**config.mk**
```make
export PLATFORM = sky130hd
export DESIGN_NAME = bus_bit_seq
export DESIGN_NICKNAME = d
export VERILOG_FILES = /design/src/rtl/bbs_pkg.sv /design/src/rtl/bbs_duty.sv /design/src/rtl/bbs_tx_shift.sv /design/src/rtl/bbs_rx_shift.sv /design/src/rtl/bus_bit_seq.sv
export SDC_FILE = /design/constraint.sdc
export NUM_CORES = 1
export LEC_CHECK = 0
export ABC_AREA = 1
export BUFFER_PORTS_ARGS = -buffer_cell sky130_fd_sc_hd__buf_2
export CORE_ASPECT_RATIO = 0.6
export CORE_UTILIZATION = 50
export DETAILED_ROUTE_END_ITERATION = 6
export HOLD_SLACK_MARGIN = 0.15
export PLACE_DENSITY_LB_ADDON = 0.12
export SYNTH_ARGS = -nofsm -noshare
export SYNTH_HDL_FRONTEND = slang
export SYNTH_SLANG_ARGS = --single-unit
export TNS_END_PERCENT = 20
```
**constraint.sdc**
```tcl
create_clock -name clk_i -period 3.4 [get_ports clk_i]
set_input_delay 0.17 -clock clk_i [delete_from_list [all_inputs] [get_ports clk_i]]
set_output_delay 0.17 -clock clk_i [all_outputs]
set_load 0.01 [all_outputs]
```
**src/rtl/bbs_pkg.sv**
```systemverilog
package bbs_pkg;
  typedef enum logic [1:0] {
    ST_IDLE,
    ST_LEAD,
    ST_BIT,
    ST_TAIL
  } seq_state_e;
endpackage

```
**src/rtl/bbs_duty.sv**
```systemverilog
module bbs_duty #(
  parameter int CNT_W = 16
) (
  input  logic             clk_i,
  input  logic             rst_ni,
  input  logic             load_i,
  input  logic [CNT_W-1:0] cycle_i,
  output logic [CNT_W-1:0] cyc_o,
  output logic [CNT_W-1:0] t_zero_o,
  output logic [CNT_W-1:0] t_one_o
);
  logic [CNT_W-1:0] third;
  assign third = cycle_i / CNT_W'(3);

  always_ff @(posedge clk_i or negedge rst_ni) begin
    if (!rst_ni) begin
      cyc_o    <= '0;
      t_zero_o <= '0;
      t_one_o  <= '0;
    end else if (load_i) begin
      cyc_o    <= cycle_i;
      t_zero_o <= third;
      t_one_o  <= {third[CNT_W-2:0], 1'b0};
    end
  end
endmodule

```
**src/rtl/bbs_tx_shift.sv**
```systemverilog
module bbs_tx_shift #(
  parameter int DATA_W = 16,
  parameter int BCNT_W = 5
) (
  input  logic              clk_i,
  input  logic              rst_ni,
  input  logic              load_i,
  input  logic              adv_i,
  input  logic [DATA_W-1:0] cmd_i,
  input  logic [BCNT_W-1:0] nbits_i,
  output logic              bit_o
);
  localparam logic [BCNT_W-1:0] WB = BCNT_W'(DATA_W);
  logic [DATA_W-1:0] sh_q;

  always_ff @(posedge clk_i or negedge rst_ni) begin
    if (!rst_ni)     sh_q <= '0;
    else if (load_i) sh_q <= cmd_i << (WB - nbits_i); // left-justify: first bit at MSB
    else if (adv_i)  sh_q <= {sh_q[DATA_W-2:0], 1'b0};
  end

  assign bit_o = sh_q[DATA_W-1];
endmodule

```
**src/rtl/bbs_rx_shift.sv**
```systemverilog
module bbs_rx_shift #(
  parameter int DATA_W = 16
) (
  input  logic              clk_i,
  input  logic              rst_ni,
  input  logic              clr_i,
  input  logic              cap_i,
  input  logic              sense_i,
  output logic [DATA_W-1:0] resp_o
);
  always_ff @(posedge clk_i or negedge rst_ni) begin
    if (!rst_ni)     resp_o <= '0;
    else if (clr_i)  resp_o <= '0;
    else if (cap_i)  resp_o <= {resp_o[DATA_W-2:0], sense_i};
  end
endmodule

```
**src/rtl/bus_bit_seq.sv**
```systemverilog
module bus_bit_seq
  import bbs_pkg::*;
#(
  parameter int DATA_W     = 16,
  parameter int CNT_W      = 16,
  parameter int TAIL_TICKS = 50,
  localparam int BCNT_W    = $clog2(DATA_W + 1)
) (
  input  logic              clk_i,
  input  logic              rst_ni,
  input  logic              disable_i,
  input  logic              start_i,
  input  logic [DATA_W-1:0] cmd_i,
  input  logic [BCNT_W-1:0] nbits_i,
  input  logic [CNT_W-1:0]  cycle_i,
  input  logic              sense_i,
  output logic              frame_o,
  output logic              signal_o,
  output logic [DATA_W-1:0] resp_o,
  output logic              done_o
);
  localparam logic [CNT_W-1:0]  TAIL_M1 = CNT_W'(TAIL_TICKS - 1);
  localparam logic [BCNT_W-1:0] MAXB    = BCNT_W'(DATA_W);

  seq_state_e        state_q;
  logic [CNT_W-1:0]  cnt_q;
  logic [BCNT_W-1:0] idx_q, nbits_q;
  logic              frame_q, sig_q, done_q;

  logic [CNT_W-1:0]  cyc, t_zero, t_one, hi_len;
  logic              cur_bit, accept, last_bit, hi_end, cyc_end, tail_end, cap, adv;

  assign accept   = (state_q == ST_IDLE) && start_i && !disable_i &&
                    (nbits_i != '0) && (nbits_i <= MAXB) && (cycle_i >= CNT_W'(3));
  assign hi_len   = cur_bit ? t_one : t_zero;
  assign hi_end   = (cnt_q == hi_len - 1'b1);
  assign cyc_end  = (cnt_q == cyc - 1'b1);
  assign tail_end = (cnt_q == TAIL_M1);
  assign last_bit = (idx_q == nbits_q - 1'b1);
  assign cap      = !disable_i &&
                    (((state_q == ST_BIT) && hi_end && (idx_q != '0)) ||
                     ((state_q == ST_TAIL) && tail_end));
  assign adv      = !disable_i && (state_q == ST_BIT) && cyc_end && !last_bit;

  bbs_duty #(.CNT_W(CNT_W)) i_duty (
    .clk_i, .rst_ni, .load_i(accept), .cycle_i,
    .cyc_o(cyc), .t_zero_o(t_zero), .t_one_o(t_one)
  );

  bbs_tx_shift #(.DATA_W(DATA_W), .BCNT_W(BCNT_W)) i_tx (
    .clk_i, .rst_ni, .load_i(accept), .adv_i(adv),
    .cmd_i, .nbits_i, .bit_o(cur_bit)
  );

  bbs_rx_shift #(.DATA_W(DATA_W)) i_rx (
    .clk_i, .rst_ni, .clr_i(accept), .cap_i(cap),
    .sense_i, .resp_o
  );

  always_ff @(posedge clk_i or negedge rst_ni) begin
    if (!rst_ni) begin
      state_q <= ST_IDLE;
      cnt_q   <= '0;
      idx_q   <= '0;
      nbits_q <= '0;
      frame_q <= 1'b1;
      sig_q   <= 1'b1;
      done_q  <= 1'b0;
    end else begin
      done_q <= 1'b0;
      if (disable_i) begin
        state_q <= ST_IDLE;
        frame_q <= 1'b1;
        sig_q   <= 1'b1;
      end else begin
        unique case (state_q)
          ST_IDLE: if (accept) begin
            state_q <= ST_LEAD;
            cnt_q   <= '0;
            nbits_q <= nbits_i;
            frame_q <= 1'b0;
            sig_q   <= 1'b0;
          end
          ST_LEAD: if (cyc_end) begin
            state_q <= ST_BIT;
            cnt_q   <= '0;
            idx_q   <= '0;
            sig_q   <= 1'b1;
          end else cnt_q <= cnt_q + 1'b1;
          ST_BIT: begin
            if (hi_end) sig_q <= 1'b0;
            if (cyc_end) begin
              cnt_q <= '0;
              if (last_bit) state_q <= ST_TAIL;
              else begin
                idx_q <= idx_q + 1'b1;
                sig_q <= 1'b1;
              end
            end else cnt_q <= cnt_q + 1'b1;
          end
          ST_TAIL: if (tail_end) begin
            state_q <= ST_IDLE;
            frame_q <= 1'b1;
            sig_q   <= 1'b1;
            done_q  <= 1'b1;
          end else cnt_q <= cnt_q + 1'b1;
          default: state_q <= ST_IDLE;
        endcase
      end
    end
  end

  assign frame_o  = frame_q | disable_i;
  assign signal_o = sig_q & ~disable_i;
  assign done_o   = done_q;
endmodule

```
[Word-level counts from Yosys, hierarchy flattened]
Index checks and enable logic that the tools add are counted.
Storage, ports and cells
  bits of input ports: 42
  logic and storage cells: 104
  output and inout bits: 19
  bits in latches: 0
  memory bits (writable): 0
  memories kept: 0
  flip-flop bits (word level): 110
  bits in read-only memories: 0
Cells by class
  multiplexer cells: 33
  eq/ne operators: 17
  bitwise operators: 3
  shift-type cells: 1
  $add $sub $neg: 6
  order comparisons: 2
  reduce and logical (&&, ||, !) cells: 29
  div/mod/pow operators: 1
  multiply operators: 0
Operators with widths (count)
  $mux 16: 8
  $pmux 16 s3: 1
  $eq 16x16->1: 2
  $sub 16x1->16 const B: 2
  $add 16x1->16 const B: 1
  $div 16x2->16 const B: 1
  $eq 16x6->1 const B: 1
  $ge 16x2->1 const B: 1
  $shl 16x5->16: 1
  $mux 5: 3
  $ne 3x3->1 const B: 5
  $logic_and 1x1->1: 12
  $mux 2: 6
  $reduce_and 3->1: 4
  $mux 1: 11
  $ne 2x2->1 const B: 5
  $pmux 5 s2: 1
  $reduce_and 5->1: 2
  $reduce_bool 5->1: 2
  $pmux 2 s4: 1
  $reduce_bool 2->1: 3
  $add 5x1->5 const B: 1
  $eq 5x5->1: 1
  $le 5x5->1 const B: 1
  14 further kinds: 16

[Depth between registers and ports, before layout]
  word-level depth: 9
  depth in mapped cells: 45
  depth with buffers taken out: 45

[Modules after synthesis]
A second synthesis with hierarchy kept.
Unflattened totals
  cells, all modules: 1303
  area, all modules: 8197.9 sq um
Modules (own cells, without submodules)
  bus_bit_seq: sequential area each 778.2 sq um, cells each 725, area an instance 4091.4 sq um, times used 1
  bbs_duty: sequential area each 775.7 sq um, cells each 257, area an instance 1919.3 sq um, times used 1
  bbs_tx_shift: sequential area each 400.4 sq um, cells each 251, area an instance 1536.5 sq um, times used 1
  bbs_rx_shift: sequential area each 400.4 sq um, cells each 70, area an instance 650.6 sq um, times used 1

[Least setup slack after synthesis]
OpenSTA, ideal clock, no wires.
  path type: input -> register
  start point: input port cycle_i[15]
  end point: register i_duty.t_zero_o[0]
  setup slack: -0.192 ns
  arrival: 3.475 ns
  cell stages on the path: 42
  path buffers: 0
  setup time: 0.117 ns
  data required time: 3.283 ns
  path through: inv_1 > nand3_1 > nand2_1 > nand2_2 > nand3_2 > nand2_2 > nand2_1 > nand2_1 > nand2_1 > nand2_2 > nand2_2 > o21ai_2 > nand2_2 > inv_2 > o21bai_2 > nand3_2 > nand2_1 > nand2_1 > [6 not listed] > nand2_1 > nand2_1 > nand3_2 > nand3_1 > nand3_2 > nand2_1 > nand2_1 > nand3_2 > nand2_1 > nand2_1 > nand2_1 > inv_2 > ha_1 > o21bai_1 > a21oi_1 > nand3_1 > nor2_1 > nor2_1
Between the ends
  longest elaborated chain between the ends: 2
  elaborated cells on any way between the ends: 3
  those cells by class: div (1); order compare (1); reduce/logical (1)
Ends and longest elaborated chain
  start, declared: RTL line bus_bit_seq.sv:15  | input logic [CNT_W-1:0] cycle_i,
  branches (longest 2 deep; another with $div 16x2->16)
  end signal, assigned: RTL line bbs_duty.sv:22  | t_zero_o <= third;
  end, declared: RTL line bbs_duty.sv:9  | output logic [CNT_W-1:0] t_zero_o,
Several ways; the timed one is not identified.
A chain may end at the register's enable or synchronous reset.

[Worst setup path after layout]
  start point: input port cycle_i[13]
  end point: register i_duty.t_zero_o[0]
Same word-level chain as after synthesis.

==> flow_summary_export.csv <==
group,metric,value,unit
final_layout,nNetsFinal,1138,
sta,setup_viol,3,
cts,clk_path_buf_depth,2,
grt,grt_antenna_before_repair,0,
cts,cts_made_buffers,9,
sta,finClkSkew,0.0121,ns
sta,final.period_utilization,1.16,
synthesis,synth_cell_types,49,
outcome,status,"complete, but fails checks",
setup_path,worst_setup_path_end_kind,"flip-flop",
sta,post-route-worst-setup-slack,-0.533,ns
setup_path,critPathMaxFanout,5,
sta,worst_slew_pin_slew,0.871,ns
grt,grt_pass1_wl,29300,µm
synthesis,yosysMostFrequentCell,"nand2_1",
synthesis,synth_area_leaders,"dfrtp_1, nand2_1, o21ai_0, inv_1, xor2_1",
place,finalWeightedCongestion,0.885,
synthesis,synth_seq_cells,94,
synthesis,synth_nets,1004,
pwr,p_sw_frac,0.426,
sta,hold_viol_final,0,
floorplanning,die_w,151,µm
grt,grt_pass1_vias,5845,
setup_path,critPathLaunchType,"primary input",
flow_run,drv_cap,0,
setup_path,cp.arrival,4.18,ns
pwr,p_int,3280,µW
floorplanning,start_util,0.517,
synthesis,ys_seq_area_frac,0.352,
grt,grt_max_degree,68,
pwr,p_per_area,649,nW/µm²
sta,finalMaxSlewViolations,0,
outcome,violations,"design-rule violations, negative setup slack",
cts,cts_tree,"built",
floorplanning,rows,32,
cts,htree_num_levels,3,
drt,postRouteAntennaNets,0,
setup_path,max_stage_delay,0.21,ns
sta,fin_crit,3.93,ns
drt,drc,10,
grt,grtUsageTotal,0.270,
drt,dr.pass1.iters,7,
synthesis,yosys.area.top_type,"dfrtp_1",
pwr,combPwrFrac,0.485,
sta,rsz0062_at_grt,"true",
synthesis,syn_area,6680,µm²
synthesis,synth_top_area_frac,0.345,
drt,via_per_inst,5.41,
synthesis,synth_flop_cell,"dfrtp_1",
sta,max_slew_margin,0.420,
pwr,irDropWorstVdd,0.000294,V
setup_path,cp_data_required_time,3.64,ns
drt,wl,19100,µm
pwr,power_switching,2430,µW
cts,cts-root-buf,"clkbuf_16",
final_layout,final_core_util,0.681,
drt,vias,6790,
sta,max_freq,254,MHz
pwr,p_leak,0.00415,µW
setup_path,cpMostUsedCell,"nand2_4",
setup_path,critPathKind,"in2reg",
synthesis,synthArstFlopShare,1.00,
pwr,finalPower,5710,µW
drt,drtIter0Drc,529,
floorplanning,coreArea,12900,µm²
synthesis,synth_common_cells,"nand2_1, inv_1, o21ai_0, dfrtp_1, nor2_1",
sta,fin_hold_ws,0.212,ns
synthesis,synth_edf_count,0,
floorplanning,die_area,13800,µm²
synthesis,syn_avg_cell_area,7.06,µm²
pwr,p_seq_frac,0.325,
drt,wl_per_cell,15.2,µm
floorplanning,ios,61,
setup_path,critPathSlowestCell,"o21bai_4",
place,portBuffers,60,
final_layout,area_growth,31.7,%
synthesis,yosys_warnings,0,
final_layout,n_antenna_cell,0,
floorplanning,die_y,91.6,µm
cts,cts_sinks,94,
pwr,clock_power_share,0.190,
cts,clk_latency,0.35,ns
cts,path_clk_slew,0.07,ns
grt,grt_overflow,0,
worst_hold_path,hold_class,"in2reg",
final_layout,drive_gt1_frac,0.259,
synthesis,syn-instance-count,946,
place,dp_hpwl,12900,µm
placed cells by master, fill, tap and decap left out, types with 4 or more instances in the layout:
cell type,synthesis,layout
o21bai_4,0,4
buf_6,0,13
nand2_4,0,18
xnor2_1,15,15
clkbuf_16,0,9
nor2_2,1,6
nor2_1,78,71
nor3_2,0,4
buf_4,0,75
nand4_1,8,8
o21ai_0,109,101
nor4_1,11,8
or2_2,8,8
nand3_1,65,52
o21ai_2,3,9
inv_2,5,8
xor2_1,50,50
nand3_4,0,13
nand2_2,7,20
nand2_1,208,176
a31oi_1,12,12
a21oi_1,15,13
inv_1,120,113
ha_1,16,15
nor3_1,13,9
nand3_2,6,6
dlygate4sd3_1,0,6
dfrtp_1,92,91
o211ai_1,5,5
buf_2,0,56
buf_12,0,4
o22ai_1,21,21
o21ai_1,8,8
per-stage QoR:
stage | setup slack (ns) | cells | area (µm²) | setup TNS [ns]
after detailed placement | -0.807 | 1190 | 7450 | -1.45
after global routing | -0.724 | 1255 | 8800 | -2.15
final | -0.533 | 1255 | 8800 | -1.02
after global placement | -0.589 | 1190 | 7450 | -0.963
after floorplan | -0.192 | 946 | 6680 | -0.192
after CTS | -0.345 | 1247 | 8310 | -0.534
critical path, delay by kind of cell:
| family | cells | cell delay, ns |
|---|---|---|
| buffers and inverters | 5 | 0.42 |
| adders and majority gates | 1 | 0.19 |
| and+or+nand+nor | 26 | 2.13 |
| AOI/OAI and AO/OA | 8 | 1.23 |
flip-flops by register name, summed over array words and instances, names as in the netlist:
name,count
cnt_q,16
state_q,2
i_rx.resp_o,16
i_tx.sh_q,16
i_duty.cyc_o,16
sig_q,1
nbits_q,5
frame_q,1
i_duty.t_zero_o,15
done_o,1
idx_q,5
metal layers:
metal | routed length, µm | up-vias | GRT usage
met4 | 300 | 0 | 0.0558
met2 | 7620 | 227 | 0.343
met3 | 1230 | 32 | 0.0427
met1 | 9980 | 3135 | 0.456
met5 | 0 | - | 0
li1 | - | 3396 | -
repair_timing:
action                                  4_1_cts  5_1_grt
endpoints found under the setup margin        2       27
buffers inserted                             36        8
hold buffers                                  6        0
pin swaps                                    41       56
endpoints found under the hold margin        69        0
resized for setup                            58      102
power groups by stage:
stage	Combinational (µW)	Clock (µW)	Sequential, µW
2_1_floorplan	1720	0	1790
3_3_place_gp	2330	0	1850
3_5_place_dp	2370	0	1860
4_1_cts	2510	1100	1840
5_1_grt	3120	1150	1910
6_report	2770	1080	1860
area by class of cell:
cell class                      instances  area, µm²
Tap cell                              170        213
Multi-Input combinational cell        693       4280
Clock inverter                          6       77.6
Sequential cell                        94       2360
Inverter                              127        494
Fill cell                            1072       4130
Clock buffer                           10        239
Timing Repair Buffer                  155       1140
logic make-up (layout without fill, tap and decap cells):
logic type               Yosys count  after routing  share of synthesized area
AND/OR/NAND/NOR                  414            414                      0.270
AO/OA/AOI/OAI                    195            195                      0.169
buffers and inverters            159            298                     0.0893
flip-flops                        94             94                      0.352
XOR/XNOR                          65             65                     0.0852
adder cells (fa/ha/maj)           16             16                     0.0300
multiplexers                       3              3                    0.00449
final timing paths:
| path | slack (ns) | depth (start not counted) | endpoint | from |
|---|---|---|---|---|
| min reg2reg | 0.53 | 2 | nbits_q[1] | nbits_q[1] |
| min | 0.21 | 3 | i_duty.cyc_o[0] | cycle_i[0] |
| min in group asynchronous | 0.47 | 2 | cnt_q[12] | rst_ni |
| max | -0.53 | 40 | i_duty.t_zero_o[0] | cycle_i[13] |
| max reg2reg | 0.18 | 19 | i_rx.resp_o[1] | i_tx.sh_q[15] |
| max in group asynchronous | 2.14 | 3 | sig_q | rst_ni |
No activity file was read; power rests on OpenSTA's default activity.
